`src/rtl/urun_pkg.sv`:
```
package urun_pkg;
   localparam int ADDR_W = 2;
   typedef enum logic [ADDR_W-1:0] {
      RA_ENABLE  = 2'd0,
      RA_FLAGS   = 2'd1,
      RA_COUNT   = 2'd2,
      RA_MASKCLR = 2'd3
   } reg_addr_e;
endpackage

```
`src/rtl/urun_flag_bank.sv`:
```
module urun_flag_bank #(
   parameter int NUM_CH = 3
) (
   input  logic              clk,
   input  logic              rst,
   input  logic [NUM_CH-1:0] urun_i,
   input  logic [NUM_CH-1:0] clr_i,
   input  logic [NUM_CH-1:0] en_i,
   output logic [NUM_CH-1:0] flags_o,
   output logic [NUM_CH-1:0] newset_o
);
   for (genvar i = 0; i < NUM_CH; i++) begin : g_ch
      logic st_q;
      always_ff @(posedge clk) begin
         if (rst)            st_q <= 1'b0;
         else if (urun_i[i]) st_q <= 1'b1;
         else if (clr_i[i])  st_q <= 1'b0;
      end
      assign flags_o[i]  = st_q;
      assign newset_o[i] = urun_i[i] & ~st_q & en_i[i];


      flag_sticky_chk: assert property (@(posedge clk) disable iff (rst)
         st_q && !clr_i[i] |=> st_q);

      set_wins_chk: assert property (@(posedge clk) disable iff (rst)
         urun_i[i] |=> st_q);

      flag_clear_chk: assert property (@(posedge clk) disable iff (rst)
         clr_i[i] && !urun_i[i] |=> !st_q);
   end
endmodule

```
`src/rtl/urun_sat_counter.sv`:
```
module urun_sat_counter #(
   parameter int NUM_CH = 3,
   parameter int CNT_W  = 32
) (
   input  logic              clk,
   input  logic              rst,
   input  logic [NUM_CH-1:0] event_i,
   output logic [CNT_W-1:0]  count_o
);
   localparam int INC_W = $clog2(NUM_CH + 1);
   localparam int SUM_W = CNT_W + 1;

   if (SUM_W < INC_W) begin : g_bad_width
      $error("CNT_W too small for NUM_CH");
   end

   logic [INC_W-1:0] part [NUM_CH+1];
   assign part[0] = '0;
   for (genvar i = 0; i < NUM_CH; i++) begin : g_pop
      assign part[i+1] = part[i] + INC_W'(event_i[i]);
   end

   logic [CNT_W-1:0] cnt_q;
   logic [SUM_W-1:0] sum;
   assign sum = {1'b0, cnt_q} + SUM_W'(part[NUM_CH]);

   always_ff @(posedge clk) begin
      if (rst)             cnt_q <= '0;
      else if (sum[CNT_W]) cnt_q <= '1;
      else                 cnt_q <= sum[CNT_W-1:0];
   end
   assign count_o = cnt_q;


   cnt_sat_hold_chk: assert property (@(posedge clk) disable iff (rst)
      &cnt_q |=> &cnt_q);

   cnt_idle_chk: assert property (@(posedge clk) disable iff (rst)
      event_i == '0 |=> cnt_q == $past(cnt_q));

   cnt_mono_chk: assert property (@(posedge clk) disable iff (rst)
      event_i != '0 |=> cnt_q >= $past(cnt_q));
endmodule

```
`src/rtl/urun_ctrl_regs.sv`:
```
module urun_ctrl_regs
   import urun_pkg::*;
#(
   parameter int NUM_CH = 3
) (
   input  logic              clk,
   input  logic              rst,
   input  logic              wr_i,
   input  reg_addr_e         addr_i,
   input  logic [NUM_CH-1:0] wbits_i,
   output logic [NUM_CH-1:0] en_o,
   output logic [NUM_CH-1:0] flag_clr_o
);
   logic [NUM_CH-1:0] en_q;
   logic wr_en, wr_mclr;

   assign wr_en      = wr_i && addr_i == RA_ENABLE;
   assign wr_mclr    = wr_i && addr_i == RA_MASKCLR;
   assign flag_clr_o = (wr_i && addr_i == RA_FLAGS) ? wbits_i : '0;

   always_ff @(posedge clk) begin
      if (rst)          en_q <= '0;
      else if (wr_en)   en_q <= wbits_i;
      else if (wr_mclr) en_q <= en_q & ~wbits_i;
   end
   assign en_o = en_q;


   mclr_target_chk: assert property (@(posedge clk) disable iff (rst)
      wr_mclr |=> (en_q & $past(wbits_i)) == '0);

   mclr_others_chk: assert property (@(posedge clk) disable iff (rst)
      wr_mclr |=> (en_q | $past(wbits_i)) == ($past(en_q) | $past(wbits_i)));

   en_hold_chk: assert property (@(posedge clk) disable iff (rst)
      !wr_en && !wr_mclr |=> $stable(en_q));
endmodule

```
`src/rtl/fifo_urun_irq_ctrl.sv`:
```
module fifo_urun_irq_ctrl
   import urun_pkg::*;
#(
   parameter int NUM_CH = 3,
   parameter int CNT_W  = 32,
   parameter int DATA_W = 32
) (
   input  logic              clk,
   input  logic              rst,
   input  logic [NUM_CH-1:0] urun_pulse,
   input  logic              reg_valid,
   input  logic              reg_write,
   input  logic [ADDR_W-1:0] reg_addr,
   input  logic [DATA_W-1:0] reg_wdata,
   output logic [DATA_W-1:0] reg_rdata,
   output logic              irq
);
   if (NUM_CH > DATA_W || CNT_W > DATA_W || NUM_CH < 1) begin : g_bad_cfg
      $error("NUM_CH and CNT_W must fit in DATA_W");
   end

   logic [NUM_CH-1:0] en, flags, clr, newset;
   logic [CNT_W-1:0]  count;
   logic              wr, rd, irq_q;
   reg_addr_e         addr;
   logic              wdata_unused;

   assign wr   = reg_valid & reg_write;
   assign rd   = reg_valid & ~reg_write;
   assign addr = reg_addr_e'(reg_addr);
   assign wdata_unused = ^reg_wdata;

   urun_ctrl_regs #(.NUM_CH(NUM_CH)) u_regs (
      .clk(clk), .rst(rst), .wr_i(wr), .addr_i(addr),
      .wbits_i(reg_wdata[NUM_CH-1:0]), .en_o(en), .flag_clr_o(clr));

   urun_flag_bank #(.NUM_CH(NUM_CH)) u_flags (
      .clk(clk), .rst(rst), .urun_i(urun_pulse), .clr_i(clr),
      .en_i(en), .flags_o(flags), .newset_o(newset));

   urun_sat_counter #(.NUM_CH(NUM_CH), .CNT_W(CNT_W)) u_cnt (
      .clk(clk), .rst(rst), .event_i(newset), .count_o(count));

   always_comb begin
      reg_rdata = '0;
      if (rd) begin
         unique case (addr)
            RA_ENABLE:  reg_rdata = DATA_W'(en);
            RA_FLAGS:   reg_rdata = DATA_W'(flags);
            RA_COUNT:   reg_rdata = DATA_W'(count);
            RA_MASKCLR: reg_rdata = '0;
         endcase
      end
   end

   always_ff @(posedge clk) begin
      if (rst) irq_q <= 1'b0;
      else     irq_q <= |(flags & en);
   end
   assign irq = irq_q;


   irq_rise_chk: assert property (@(posedge clk) disable iff (rst)
      |(flags & en) |=> irq);

   irq_quiet_chk: assert property (@(posedge clk) disable iff (rst)
      (flags & en) == '0 |=> !irq);

   rdata_idle_chk: assert property (@(posedge clk) disable iff (rst)
      !rd |-> reg_rdata == '0);
endmodule

```
`config.mk`:
```
export PLATFORM = sky130hd
export DESIGN_NAME = fifo_urun_irq_ctrl
export DESIGN_NICKNAME = d
export VERILOG_FILES = /design/src/rtl/urun_pkg.sv /design/src/rtl/urun_flag_bank.sv /design/src/rtl/urun_sat_counter.sv /design/src/rtl/urun_ctrl_regs.sv /design/src/rtl/fifo_urun_irq_ctrl.sv
export SDC_FILE = /design/constraint.sdc
export NUM_CORES = 1
export LEC_CHECK = 0
export ABC_AREA = 1
export BUFFER_PORTS_ARGS = -buffer_cell sky130_fd_sc_hd__buf_2
export CORE_ASPECT_RATIO = 0.7
export CORE_MARGIN = 4
export CORE_UTILIZATION = 57
export DETAILED_ROUTE_END_ITERATION = 16
export PLACE_DENSITY = 0.95
export SLEW_MARGIN = 25
export SYNTH_ARGS = -nofsm -noshare
export SYNTH_HDL_FRONTEND = slang
export SYNTH_SLANG_ARGS = --single-unit
export TNS_END_PERCENT = 5
```
`constraint.sdc`:
```
create_clock -name clk -period 8.95 [get_ports clk]
set_input_delay 2.685 -clock clk [delete_from_list [all_inputs] [get_ports clk]]
set_output_delay 2.685 -clock clk [all_outputs]
set_load 0.1 [all_outputs]
```
Word level (Yosys, flattened, before mapping)

Cells that the tools add are included.

Bits in registers: 39

Add/sub/neg operators: 3
Equal/unequal tests: 3
Multiplexer cells: 12
Bitwise operators: 15
Reductions and logical operators: 9

Operators with widths:

| kind                                                                  | count |
|---|---|
| 32-bit one-hot mux with 4 select lines                                | 1 |
| 32-bit 2-to-1 mux                                                     | 2 |
| 32-bit by 2-bit adder with 33-bit output                              | 1 |
| 3-bit 2-to-1 mux                                                      | 3 |
| 1-bit AND                                                             | 8 |
| 2-bit nonzero test                                                    | 4 |
| 3-bit AND                                                             | 2 |
| 1-bit 2-to-1 mux                                                      | 6 |
| 2-bit equality test, second input constant                            | 2 |
| 1-bit NOT                                                             | 4 |
| 1-bit logical AND                                                     | 3 |
| 3-bit NOT                                                             | 1 |
| 3-bit OR reduction                                                    | 1 |
| 1-bit by 1-bit adder with 2-bit output                                | 1 |
| 2-bit by 1-bit adder with 2-bit output                                | 1 |
| 2-bit by 1-bit equality test with 1-bit output, second input constant | 1 |
| 2-bit zero test                                                       | 1 |

Logic depth before layout (Yosys ltp)

Word-level depth: 7
Mapped depth: 15
Depth with buffers taken out: 15

Cells and area by module

From an unflattened synthesis, not the netlist that was laid out.

Cells, all modules: 438
Area total of the unflattened synthesis: 2832.7 sq um

By module, submodules not included:

| module             | times used | cells each | area an instance (sq um) |
|---|---|---|---|
| urun_sat_counter   | 1          | 315        | 2003.2 |
| fifo_urun_irq_ctrl | 1          | 70         | 493.0 |
| urun_ctrl_regs     | 1          | 29         | 182.7 |
| urun_flag_bank     | 1          | 24         | 153.9 |

Worst setup path after synthesis

Ideal clock, no wire load.

Path type: input to output
Start point: in reg_addr[1]
End point: out reg_rdata[12]
Arrival: 5.412 ns
Data required time: 6.265 ns
Slack: 0.853 ns
Stages on the path: 5
Cells stage by stage: inv_1 > nor2_1 > inv_2 > clkbuf_1 > nor3_1

Longest elaborated chain between the ends: 3
Elaborated cells on any way between the ends: 6
Classes of those cells: eq/ne (3); mux (2); reduce/logical (1)

Ends and longest elaborated chain:

| what                                        | line                     | source |
|---|---|---|
| from (decl)                                 | fifo_urun_irq_ctrl.sv:13 | `input logic [ADDR_W-1:0] reg_addr,` |
| 2-bit equality test (tied with other cells) | fifo_urun_irq_ctrl.sv:47 | `unique case (addr)` |
| 32-bit one-hot mux with 4 select lines (*)  | fifo_urun_irq_ctrl.sv:47 |  |
| 32-bit 2-to-1 mux (*)                       | fifo_urun_irq_ctrl.sv:46 | `if (rd) begin` |
| to (decl)                                   | fifo_urun_irq_ctrl.sv:15 | `output logic [DATA_W-1:0] reg_rdata,` |

Mark *: on every way between the ends. The rest lies on a longest branch, timed or not.

Final worst setup path

Start point: in reg_addr[1]
End point: out reg_rdata[0]

The elaborated chain is that of the path after synthesis.

==> results.ini <==
[power]
netSwitchingFraction_pct=24.2
pwr-share-seq_pct=49.4
power.internal_mw=0.271
power.density_nw_per_um2=121
power_frac_comb_pct=6.3
irDropWorstVdd_mv=0.106
p_switching_mw=0.0863
leakagePower_nw=1.37
p_total_mw=0.357
pwr-share-clk_pct=44.3

[clocking]
clock_sinks=39
postCtsHoldBufs=0
clk_latency_ps=290
clk_path_buf_depth=2
cts_resized=0
htreeDepth=2
post-cts-setup-buffers=0
path_clk_slew_ps=80
cts_tree=built
numCtsBuffers=5
cts_root_buf=clkbuf_8

[synth]
yosysUniqueCellTypes=31
synthCells=437
synth_nets=482
synth-seq-area-share_pct=29.8
ys.flop_type=dfxtp_1
async_flop_share_pct=0
avgSynthCellArea_um2=5.99
synth-edff-count=0
ys_warn_count=0
syn-cell-area_um2=2620
synth_seq_cells=39

[setup_path]
crit_required_ps=6270
cp-start-kind=input port
critPathArrivalTime_ps=4440
path_delay_family=buffers and inverters
rrSetupSlack_ps=6070
slowest_delay_ps=420
crit_type=input port to primary output
worstSetupEndpointType=primary output
critPathSlowestCell=buf_2
crit_buf_inv=5
crit_chain=buf_2, inv_1, nor2_1, inv_2, o221ai_1, nand2_1, inv_1, buf_2
critPathMaxFanout=27

[routing]
antenna_left=0
firstDrtPassIters=5
drt_wl_total_um=7310
detail_route.wl_per_cell_um=13.7
vias=2956
drtIter0Drc=297
drc_errors=0
vias_per_cell=5.55

[global_routing]
grt_busiest_layer=met2
grt_pass1_vias=2627
grt_use_met1_pct=38.6
grt_util_met2_pct=40.7
gr-total-overflow=0
grt_max_degree=31
grtUsageMet3_pct=5.46
grt_usage_pct=26.6
antenna_found_initial=0
grt_first_pass_wirelength_um=12100

[place]
port_buffers=44
gp_congestion=0.943
dp.cells=525
dp_hpwl_um=5490

[timing]
slew_violations=0
worst_pin_slew_ps=958
final-setup-viol-count=0
grt_setup_unrepaired=false
slew_headroom_pct=36.1
post-route-min-period_ps=7120
skew_ps=6.99
post-route-period-util_pct=79.6
hold_viol=0
hold_slack_ps=490
setup-tns-final_ps=0
fmax_ghz=0.140

[final_layout]
nets=522
syn2layout_area_growth_pct=13.2
antenna_cells=0
final_common_cell=nand2_1
drive_gt1_share_pct=15.1
final_cell_mix=nand2_1 (139), inv_1 (68), nor2_1 (54), buf_2 (44), dfxtp_1 (39)
utilization_pct=67.7
layout.cells.non_filler=533

[hold_path]
min_path_type=flop to flop

[floorplan]
fp.dieW_um=89.0
io_pins=74
die_area_um2=5760
die_height_um=64.7
start_util_pct=59.8
core-area_um2=4380
num_rows=20

[run]
cap_violations=0

[run_status]
status=finished, final reports clean

==> logic make-up after synthesis <==
| kind of cell | count (synthesis) | synth area share, % |
|---|---|---|
| buf+inv | 82 | 12.5 |
| fa+ha+maj | 4 | 2.49 |
| compound gates | 35 | 7.46 |
| simple gates | 268 | 44.7 |
| xor+xnor | 9 | 3.01 |
| flops | 39 | 29.8 |
==> flip-flops by register name (all words and copies together), names as in the netlist <==
name,cells
u_regs.en_o,3
u_flags.g_ch.st_q,3
u_cnt.count_o,32
irq,1
==> Yosys cell counts, types with 2 or more instances <==
cell,n,share of area (%)
nor2_2,4,0.96
nor2_1,54,7.7
nand2_1,139,20
xor2_1,8,2.7
nand3_1,32,6.1
inv_2,2,0.29
ha_1,2,0.96
o21ai_0,8,1.5
fa_1,2,1.5
nand3_2,5,1.9
a31oi_1,3,0.72
clkbuf_1,7,1.0
inv_1,68,9.8
dfxtp_1,39,30
nand2_2,2,0.48
nor2_4,2,0.86
nor3_1,26,5.0
a21oi_1,19,3.6
nand2_4,2,0.86
buf_6,2,0.86
==> final timing paths <==
check                       from                 to  cells after the start
setup / recovery     reg_addr[1]       reg_rdata[0]                      8
hold / removal    u_regs.en_o[1]     u_regs.en_o[1]                      2
setup reg to reg  u_regs.en_o[0]  u_cnt.count_o[31]                     13
hold reg to reg   u_regs.en_o[1]     u_regs.en_o[1]                      2
==> worst min-delay path, delay by kind of cell, from the launching register on <==
kind             cells  cell delay [ps]
AND/OR/NAND/NOR      1               70
AO/OA/AOI/OAI        1               50
flip-flops           1              330
==> power groups by stage <==
stage / Sequential, mW / Combinational (mW) / Clock [mW]
after floorplan: 0.181 / 0.0147 / 0
after global placement: 0.180 / 0.0216 / 0
after detailed placement: 0.180 / 0.0223 / 0
after CTS: 0.176 / 0.0223 / 0.157
after global routing: 0.177 / 0.0248 / 0.168
final: 0.176 / 0.0226 / 0.158
==> per-stage QoR <==
| stage | area, µm² | setup slack [ps] |
|---|---|---|
| global placement | 2850 | 1890 |
| global route | 2960 | 1750 |
| finish | 2960 | 1830 |
| CTS | 2960 | 1880 |
| floorplan | 2620 | 853 |
| detailed placement | 2850 | 1890 |
==> area by class of cell <==
| class | count | area (µm²) |
|---|---|---|
| inverter | 71 | 267 |
| timing repair buffer | 44 | 220 |
| multi-input combinational | 316 | 1510 |
| fill | 387 | 1420 |
| clock inverter | 2 | 35.0 |
| tap | 55 | 68.8 |
| clock buffer | 6 | 82.6 |
| sequential | 39 | 781 |
==> layer usage <==
layer,part of all wire (%),up-vias
li1,-,1427
met1,44,1352
met2,44,155
met3,10,22
met4,1.7,0
met5,0,-
(Power assumes the default switching activity.)
